==> src/rtl/hs_pkg.sv <==
package hs_pkg;
  // Control-port positions of the handshake lines per group
  function automatic int unsigned stb_pos(input bit lower);
    return lower ? 2 : 4;
  endfunction
  function automatic int unsigned ibf_pos(input bit lower);
    return lower ? 1 : 5;
  endfunction
  function automatic int unsigned intr_pos(input bit lower);
    return lower ? 0 : 3;
  endfunction
  function automatic int unsigned obf_pos(input bit lower);
    return lower ? 1 : 7;
  endfunction
  function automatic int unsigned ack_pos(input bit lower);
    return lower ? 2 : 6;
  endfunction
endpackage

==> src/rtl/hs_sync.sv <==
module hs_sync #(
  parameter int W = 8,
  parameter int STAGES = 2,
  parameter logic [W-1:0] RST_VAL = '0
) (
  input  logic         clk,
  input  logic         rst_n,
  input  logic [W-1:0] d,
  output logic [W-1:0] q
);
  logic [W-1:0] stg [STAGES];

  always_ff @(posedge clk) begin
    if (!rst_n) stg[0] <= RST_VAL;
    else        stg[0] <= d;
  end

  for (genvar i = 1; i < STAGES; i++) begin : g_stage
    always_ff @(posedge clk) begin
      if (!rst_n) stg[i] <= RST_VAL;
      else        stg[i] <= stg[i-1];
    end
  end

  assign q = stg[STAGES-1];
endmodule

==> src/rtl/hs_flag_core.sv <==
module hs_flag_core #(
  parameter int DW = 8,
  parameter int BW = 3
) (
  input  logic          clk,
  input  logic          rst_n,
  input  logic          dir_in,
  input  logic          hs_line,
  input  logic [DW-1:0] din_sync,
  input  logic [BW-1:0] inte_pos,
  input  logic          bsr_valid,
  input  logic [BW-1:0] bsr_bit,
  input  logic          bsr_val,
  input  logic          wr_fire,
  input  logic [DW-1:0] wr_data,
  input  logic          rd_fire,
  output logic          ibf,
  output logic          obf,
  output logic          inte,
  output logic          intr,
  output logic [DW-1:0] buf_q
);
  logic prev, intr_req;
  logic fall, rise;

  assign fall = prev & ~hs_line;
  assign rise = ~prev & hs_line;

  always_ff @(posedge clk) begin
    if (!rst_n) begin
      prev     <= 1'b1;
      ibf      <= 1'b0;
      obf      <= 1'b0;
      inte     <= 1'b0;
      intr_req <= 1'b0;
      buf_q    <= '0;
    end else begin
      prev <= hs_line;
      if (bsr_valid && bsr_bit == inte_pos) inte <= bsr_val;
      if (dir_in) begin
        obf <= 1'b0;
        if (rise && ibf) intr_req <= 1'b1;
        if (rd_fire) begin
          ibf      <= 1'b0;
          intr_req <= 1'b0;
        end
        if (fall) begin
          buf_q <= din_sync;
          ibf   <= 1'b1;
        end
      end else begin
        ibf <= 1'b0;
        if (fall) obf <= 1'b0;
        if (rise && !obf) intr_req <= 1'b1;
        if (wr_fire) begin
          buf_q    <= wr_data;
          obf      <= 1'b1;
          intr_req <= 1'b0;
        end
      end
    end
  end

  assign intr = intr_req & inte;
endmodule

==> src/rtl/hs_port_ctrl.sv <==
module hs_port_ctrl #(
  parameter int DW = 8,
  parameter int PCW = 8,
  parameter int SYNC_STAGES = 2,
  parameter bit LOWER_GROUP = 1'b0
) (
  input  logic           clk,
  input  logic           rst_n,
  input  logic           dir_in,
  input  logic           wr_valid,
  output logic           wr_ready,
  input  logic [DW-1:0]  wr_data,
  output logic           rd_valid,
  input  logic           rd_ready,
  output logic [DW-1:0]  rd_data,
  input  logic           bsr_valid,
  input  logic [2:0]     bsr_bit,
  input  logic           bsr_val,
  input  logic [DW-1:0]  pin_data_in,
  output logic [DW-1:0]  pin_data_out,
  output logic           pin_oe,
  input  logic [PCW-1:0] pc_in,
  output logic [PCW-1:0] pc_out,
  output logic [PCW-1:0] pc_oe,
  output logic [PCW-1:0] status
);
  import hs_pkg::*;
  localparam int BW = $clog2(PCW);
  localparam int P_STB  = stb_pos(LOWER_GROUP);
  localparam int P_IBF  = ibf_pos(LOWER_GROUP);
  localparam int P_INTR = intr_pos(LOWER_GROUP);
  localparam int P_OBF  = obf_pos(LOWER_GROUP);
  localparam int P_ACK  = ack_pos(LOWER_GROUP);

  logic [PCW-1:0] pc_s;
  logic [DW-1:0]  din_s;
  logic           hs_line, ibf, obf, inte, intr;
  logic [BW-1:0]  inte_pos;
  logic [DW-1:0]  buf_q;
  logic           wr_fire, rd_fire;

  hs_sync #(.W(PCW), .STAGES(SYNC_STAGES), .RST_VAL({PCW{1'b1}})) u_pc_sync (
    .clk(clk), .rst_n(rst_n), .d(pc_in), .q(pc_s));

  hs_sync #(.W(DW), .STAGES(SYNC_STAGES), .RST_VAL('0)) u_data_sync (
    .clk(clk), .rst_n(rst_n), .d(pin_data_in), .q(din_s));

  assign inte_pos = dir_in ? BW'(P_STB) : BW'(P_ACK);
  assign hs_line  = pc_s[inte_pos];
  assign wr_ready = ~dir_in & ~obf;
  assign wr_fire  = wr_valid & wr_ready;
  assign rd_valid = dir_in & ibf;
  assign rd_fire  = rd_valid & rd_ready;

  hs_flag_core #(.DW(DW), .BW(BW)) u_core (
    .clk(clk), .rst_n(rst_n), .dir_in(dir_in), .hs_line(hs_line),
    .din_sync(din_s), .inte_pos(inte_pos), .bsr_valid(bsr_valid),
    .bsr_bit(bsr_bit[BW-1:0]), .bsr_val(bsr_val), .wr_fire(wr_fire),
    .wr_data(wr_data), .rd_fire(rd_fire), .ibf(ibf), .obf(obf),
    .inte(inte), .intr(intr), .buf_q(buf_q));

  assign rd_data      = buf_q;
  assign pin_data_out = buf_q;
  assign pin_oe       = ~dir_in;

  always_comb begin
    pc_out = '0;
    pc_oe  = '0;
    pc_oe[P_INTR]  = 1'b1;
    pc_out[P_INTR] = intr;
    if (dir_in) begin
      pc_oe[P_IBF]  = 1'b1;
      pc_out[P_IBF] = ibf;
    end else begin
      pc_oe[P_OBF]  = 1'b1;
      pc_out[P_OBF] = ~obf;
    end
  end

  always_comb begin
    for (int i = 0; i < PCW; i++) begin
      if (pc_oe[i])                 status[i] = pc_out[i];
      else if (BW'(i) == inte_pos)  status[i] = inte;
      else                          status[i] = pc_s[i];
    end
  end
endmodule

==> config.mk <==
export PLATFORM = sky130hd
export DESIGN_NAME = hs_port_ctrl
export DESIGN_NICKNAME = d
export VERILOG_FILES = /design/src/rtl/hs_pkg.sv /design/src/rtl/hs_sync.sv /design/src/rtl/hs_flag_core.sv /design/src/rtl/hs_port_ctrl.sv
export SDC_FILE = /design/constraint.sdc
export NUM_CORES = 1
export LEC_CHECK = 0
export BUFFER_PORTS_ARGS = -buffer_cell sky130_fd_sc_hd__buf_2
export CORE_UTILIZATION = 35
export CTS_CLUSTER_DIAMETER = 80
export DETAILED_ROUTE_END_ITERATION = 16
export SETUP_SLACK_MARGIN = 0.1
export SYNTH_ARGS = -nofsm -noshare
export SYNTH_HDL_FRONTEND = slang
export SYNTH_HIERARCHICAL = 1
export SYNTH_SLANG_ARGS = --single-unit
==> constraint.sdc <==
create_clock -name clk -period 2.1 [get_ports clk]
set_input_delay 0.315 -clock clk [delete_from_list [all_inputs] [get_ports clk]]
set_output_delay 0.315 -clock clk [all_outputs]
set_load 0.05 [all_outputs]
## Word-level counts from Yosys, hierarchy flattened

Memories as Yosys holds them, arrays and structs flattened.
Index checks and enable logic that the tools add are counted.

| storage, ports and cells | value |
|---|---|
| memories kept | 2 |
| output and inout port bits | 43 |
| word-level logic and storage cells | 81 |
| bits in writable memories | 32 |
| bits in registers | 13 |
| input port bits | 34 |

| operators by class | value |
|---|---|
| bitwise logic cells | 16 |
| reduce and logical (&&, ||, !) cells | 13 |
| muxes and demuxes | 34 |
| equality and inequality tests | 9 |
| $lt $le $gt $ge | 1 |

Memories:

| memory | words | width | read ports | clocked after memory_dff | wr ports | RTL line | text |
|---|---|---|---|---|---|---|---|
| u_data_sync.stg | 2 | 8 | 2 | 0 | 2 | hs_sync.sv:11 | `logic [W-1:0] stg [STAGES];` |
| u_pc_sync.stg | 2 | 8 | 2 | 0 | 2 | hs_sync.sv:11 |  |

Operators with widths:

| operator | count |
|---|---|
| two-way mux 8 bit | 7 |
| two-way mux 1 bit | 25 |
| == test 3 bit, first input constant | 4 |
| AND 1 bit | 7 |
| AND reduction 2 bit | 3 |
| nonzero test 2 bit | 3 |
| inverter 1 bit | 5 |
| less-than comparator 3 x 4 -> 1 bit, second input constant | 1 |
| OR 1 bit | 4 |
| binary-select mux 1 bit (select 3 bit) | 1 |
| == test 1 x 3 -> 1 bit, first input constant | 1 |
| == test 2 x 3 -> 1 bit, first input constant | 1 |
| == test 3 bit | 1 |
| logical AND 1 bit | 3 |
| zero test 3 bit | 1 |
| != test 3 x 1 -> 1 bit, second input constant | 1 |
| nonzero test 3 bit | 1 |
| two-way mux 2 bit | 1 |
| != test 2 x 1 -> 1 bit, second input constant | 1 |
| OR reduction 2 bit | 1 |
| zero test 1 bit | 1 |

## Depth between registers and ports, before layout

| depth | value |
|---|---|
| depth in word-level cells | 8 |
| depth in mapped cells | 8 |
| gate-level depth less buffers | 5 |

## Modules after synthesis

Netlist, hierarchy kept.

By module, submodules not included:

| module | cells each | seq. area each (um2) | instances | area each (um2) |
|---|---|---|---|---|
| hs_flag_core | 67 | 260.2 | 1 | 649.4 |
| hs_sync at u_data_sync | 33 | 320.3 | 1 | 446.7 |
| hs_sync at u_pc_sync | 33 | 320.3 | 1 | 431.7 |
| hs_port_ctrl | 38 | 0.0 | 1 | 305.3 |

## Worst setup path before layout

Ideal clock, no wire load.

| path | value |
|---|---|
| kind | in2reg |
| start point | in dir_in |
| end point | reg u_core.buf_q[0] |
| setup time | 0.059 ns |
| stages | 8 |
| buffers on the path | 3 |
| data required time | 2.041 ns |
| setup slack | 0.399 ns |
| data arrival time | 1.642 ns |
| cell sequence | buf_6 > nor2_4 > and2_1 > nor2b_1 > clkbuf_1 > or2_1 > buf_6 > o211a_1 |

| on the way | value |
|---|---|
| elaborated cells between the ends (all ways) | 12 |
| classes of those cells | 1 x eq/ne; 4 x mux; 5 x bitwise; 2 x reduce/logical |

RTL lines:

| what | RTL line | text |
|---|---|---|
| start: declaration | hs_port_ctrl.sv:9 | `input logic dir_in,` |
| inverter 1 bit | hs_port_ctrl.sv:50 | `assign wr_ready = ~dir_in & ~obf;` |
| AND 1 bit | hs_port_ctrl.sv:50 |  |
| via wr_ready | hs_port_ctrl.sv:11 | `output logic wr_ready,` |
| AND 1 bit | hs_port_ctrl.sv:51 | `assign wr_fire = wr_valid & wr_ready;` |
| via wr_fire | hs_port_ctrl.sv:40 | `logic wr_fire, rd_fire;` |
| nonzero test 2 bit (no source line) | -- |  |
| AND reduction 2 bit (no source line) | -- |  |
| end signal: assignment | hs_flag_core.sv:48 | `buf_q <= din_sync;` |
| end signal: assignment | hs_flag_core.sv:56 | `buf_q <= wr_data;` |
| end: declaration | hs_flag_core.sv:21 | `output logic [DW-1:0] buf_q` |

The timed path passes the listed nets, and every way through them passes these cells. The select of a mux whose other input is x is not followed.
A chain may end at the register's enable or synchronous reset.

## Worst setup path in the final report

| path | value |
|---|---|
| start point | reg u_core.obf |
| end point | reg u_core.buf_q[6] |

| on the way | value |
|---|---|
| cells in the longest elaborated chain, start to end | 5 |

Ends and longest elaborated chain:

| what | RTL line | text |
|---|---|---|
| start: declaration | hs_flag_core.sv:18 | `output logic obf,` |
| start signal: assignment | hs_flag_core.sv:33 | `obf <= 1'b0;` |
| start signal: assignment | hs_flag_core.sv:41 | `obf <= 1'b0;` |
| start signal: assignment | hs_flag_core.sv:53 | `if (fall) obf <= 1'b0;` |
| inverter 1 bit | hs_port_ctrl.sv:50 |  |
| AND 1 bit | hs_port_ctrl.sv:50 |  |
| AND 1 bit | hs_port_ctrl.sv:51 |  |
| via wr_fire | hs_port_ctrl.sv:40 |  |
| nonzero test 2 bit (no source line) | -- |  |
| AND reduction 2 bit (no source line) | -- |  |

The timed path passes the listed nets, and every way through them passes these cells.

==> metrics.md <==
| Metric | Value |
|---|---|
| GRT overflow | 0 |
| Fin nets | between 200 and 300 |
| Power Density | around 880 nW/µm² |
| Max cap viols | 0 |
| Cell Chain, Critical Path | nor2_4, and2_1, nor2b_1, or2_1, o211a_1 |
| Synth warnings | 6 |
| LEAKAGE | between 0.001 and 0.0015 µW |
| Worst Tran Pin Value | around 640 ps |
| Largest stage delay, worst path | 440 ps |
| Clock tree buffer depth | 2 |
| DR iter-0 viols | 81 |
| CP top delay family | simple AND/OR/NAND/NOR gates |
| Worst path slowest cell | nor2b_1 |
| P&R area growth vs syn | 18.8% |
| Setup WS post-layout | between 400 and 500 ps |
| Via count | roughly 1100 |
| CP Capture Type | register |
| GRT Overall Usage | 0.112 |
| Non-filler cells in the finished layout | approximately 290 |
| Buffers on Ports | 64 |
| Final worst-path cycle share | 0.783 |
| Setup TNS Final | 0 ps |
| Most frequent cells in the layout | buf_2 (64), dfxtp_1 (43), conb_1 (13), nand2b_1 (12), and2_2 (12) |
| Num ports | just under 80 |
| Data required, critical path | roughly 2300 ps |
| Filler Cells Inserted | between 400 and 500 |
| Number of global-route vias before repair | just over 1000 |
| Mapped cell area | roughly 1800 µm² |
| Routed wire length per instance | ~9.7 µm |
| Antenna violations before repair | 0 |
| Core area | just under 5000 µm² |
| Max VDD drop | around 0.00033 V |
| Rows | 25 |
| Clk Tree Root Cell | clkbuf_8 |
| Largest net degree at the start of global routing | between 40 and 50 |
| CP Class | register to register |
| CTS Buf Count | 5 |
| Effective utilization at floorplan | 0.370 |
| Share of post-route cells with drive strength above 1 | 0.425 |
| Area of the multi-input gates | between 700 and 800 µm² |
| Worst Path Arrival | ~1900 ps |
| Die Width | 73.3 µm |
| Avg Synthesized Cell Area | around 11 µm² |
| Drt total wl | between 2000 and 3000 µm |
| # diodes | 0 |
| Final hold vios | 0 |
| Post-CTS sizing | 0 |
| Peak Freq | around 610 MHz |
| Crit start category | register |
| Flip-flop and latch area | roughly 860 µm² |
| DP HPWL | 2000 µm |
| Slew HR | 0.574 |
| CTS tree | yes |
| First-pass GRT wire length | 4520 µm |
| Post-placement cell count | between 200 and 300 |
| Pre-CTS setup slack | 321 ps |
| Final setup vio count | 0 |
| RSZ-0062 raised after global routing | false |
| # H-tree levels | 2 |
| Sink Count | 43 |
| Drt first pass iters | 4 |
| Most common cell after layout, fill and taps aside | buf_2 |
| Routability cong. | 0.703 |
| Die H | 73.3 µm |
| Setup bufs post-CTS | 0 |
| Fin crit period | about 1600 ps |
| Post-Route Skew | approximately 1.8 ps |
| Synth Instances | 167 |
| Die area | ~5400 µm² |
| Clock slew at reported path FFs | around 80 ps |
| Final antenna-violating net count | 0 |
| Crit path buf inv count | 0 |
| DR vias/cell | just under 4 |
| DRC errors left | 0 |
| Status | completed |
| Hold-fix buffer count after cts | 0 |
| Pins over their slew limit | 0 |
| Worst-Skew Late Latency | 280 ps |
| Worst-path maximum fanout | 10 |
| Hold Path Class | primary input to register |
stage by stage:
step | total power (µW) | cell area [µm²] | utilization | hold WS (ps)
after floorplan | 1190 | 1820 | - | 385
final | 1860 | 2110 | 0.439 | 199
after global routing | 1950 | 2110 | 0.439 | 188
after detailed placement | 1230 | 2000 | 0.415 | 393
after CTS | 1880 | 2110 | 0.439 | 185
after global placement | 1230 | 2000 | 0.415 | 388
report_power, final:
| group | total, µW | leakage (µW) | internal [µW] | switching [µW] |
|---|---|---|---|---|
| sequential | 871 | 0.000355 | 856 | 15.1 |
| clock | 648 | 0.0000612 | 385 | 263 |
| combinational | 339 | 0.000699 | 99.8 | 240 |
| total | 1860 | 0.00112 | 1340 | 518 |
final timing paths:
check	startpoint	endpoint	slack [ps]	cells after the start
setup / recovery	u_core/obf$_SDFFE_PP0P_	u_core/buf_q[6]$_SDFFE_PN0P_	460	5
hold / removal	pc_in[0]	u_pc_sync/stg[0][0]$_SDFF_PN1_	200	2
setup reg to reg	u_core/obf$_SDFFE_PP0P_	u_core/buf_q[6]$_SDFFE_PN0P_	460	5
hold reg to reg	u_pc_sync/stg[0][0]$_SDFF_PN1_	u_pc_sync/stg[1][0]$_SDFF_PN1_	410	1
layer usage:
layer,track usage,vias to the layer above,share of wire
li1,-,604,-
met1,0.128,490,0.44
met2,0.190,36,0.48
met3,0.0316,4,0.058
met4,0.0577,0,0.016
met5,0,-,0
cell type report:
class,instances,area share
multi-input combinational,100,0.336
timing repair buffer,66,0.159
tap,67,0.0396
clock buffer,6,0.0391
clock inverter,2,0.0166
inverter,2,0.00355
sequential,43,0.407
registers in the layout, indices dropped and copies added, names as in the netlist:
signal / count
u_data_sync/stg: 16
u_pc_sync/stg: 14
u_core/buf_q: 8
u_core/ibf: 1
u_core/inte: 1
u_core/intr_req: 1
u_core/obf: 1
u_core/prev: 1
Note: power is estimated with default switching activity, not from simulation.
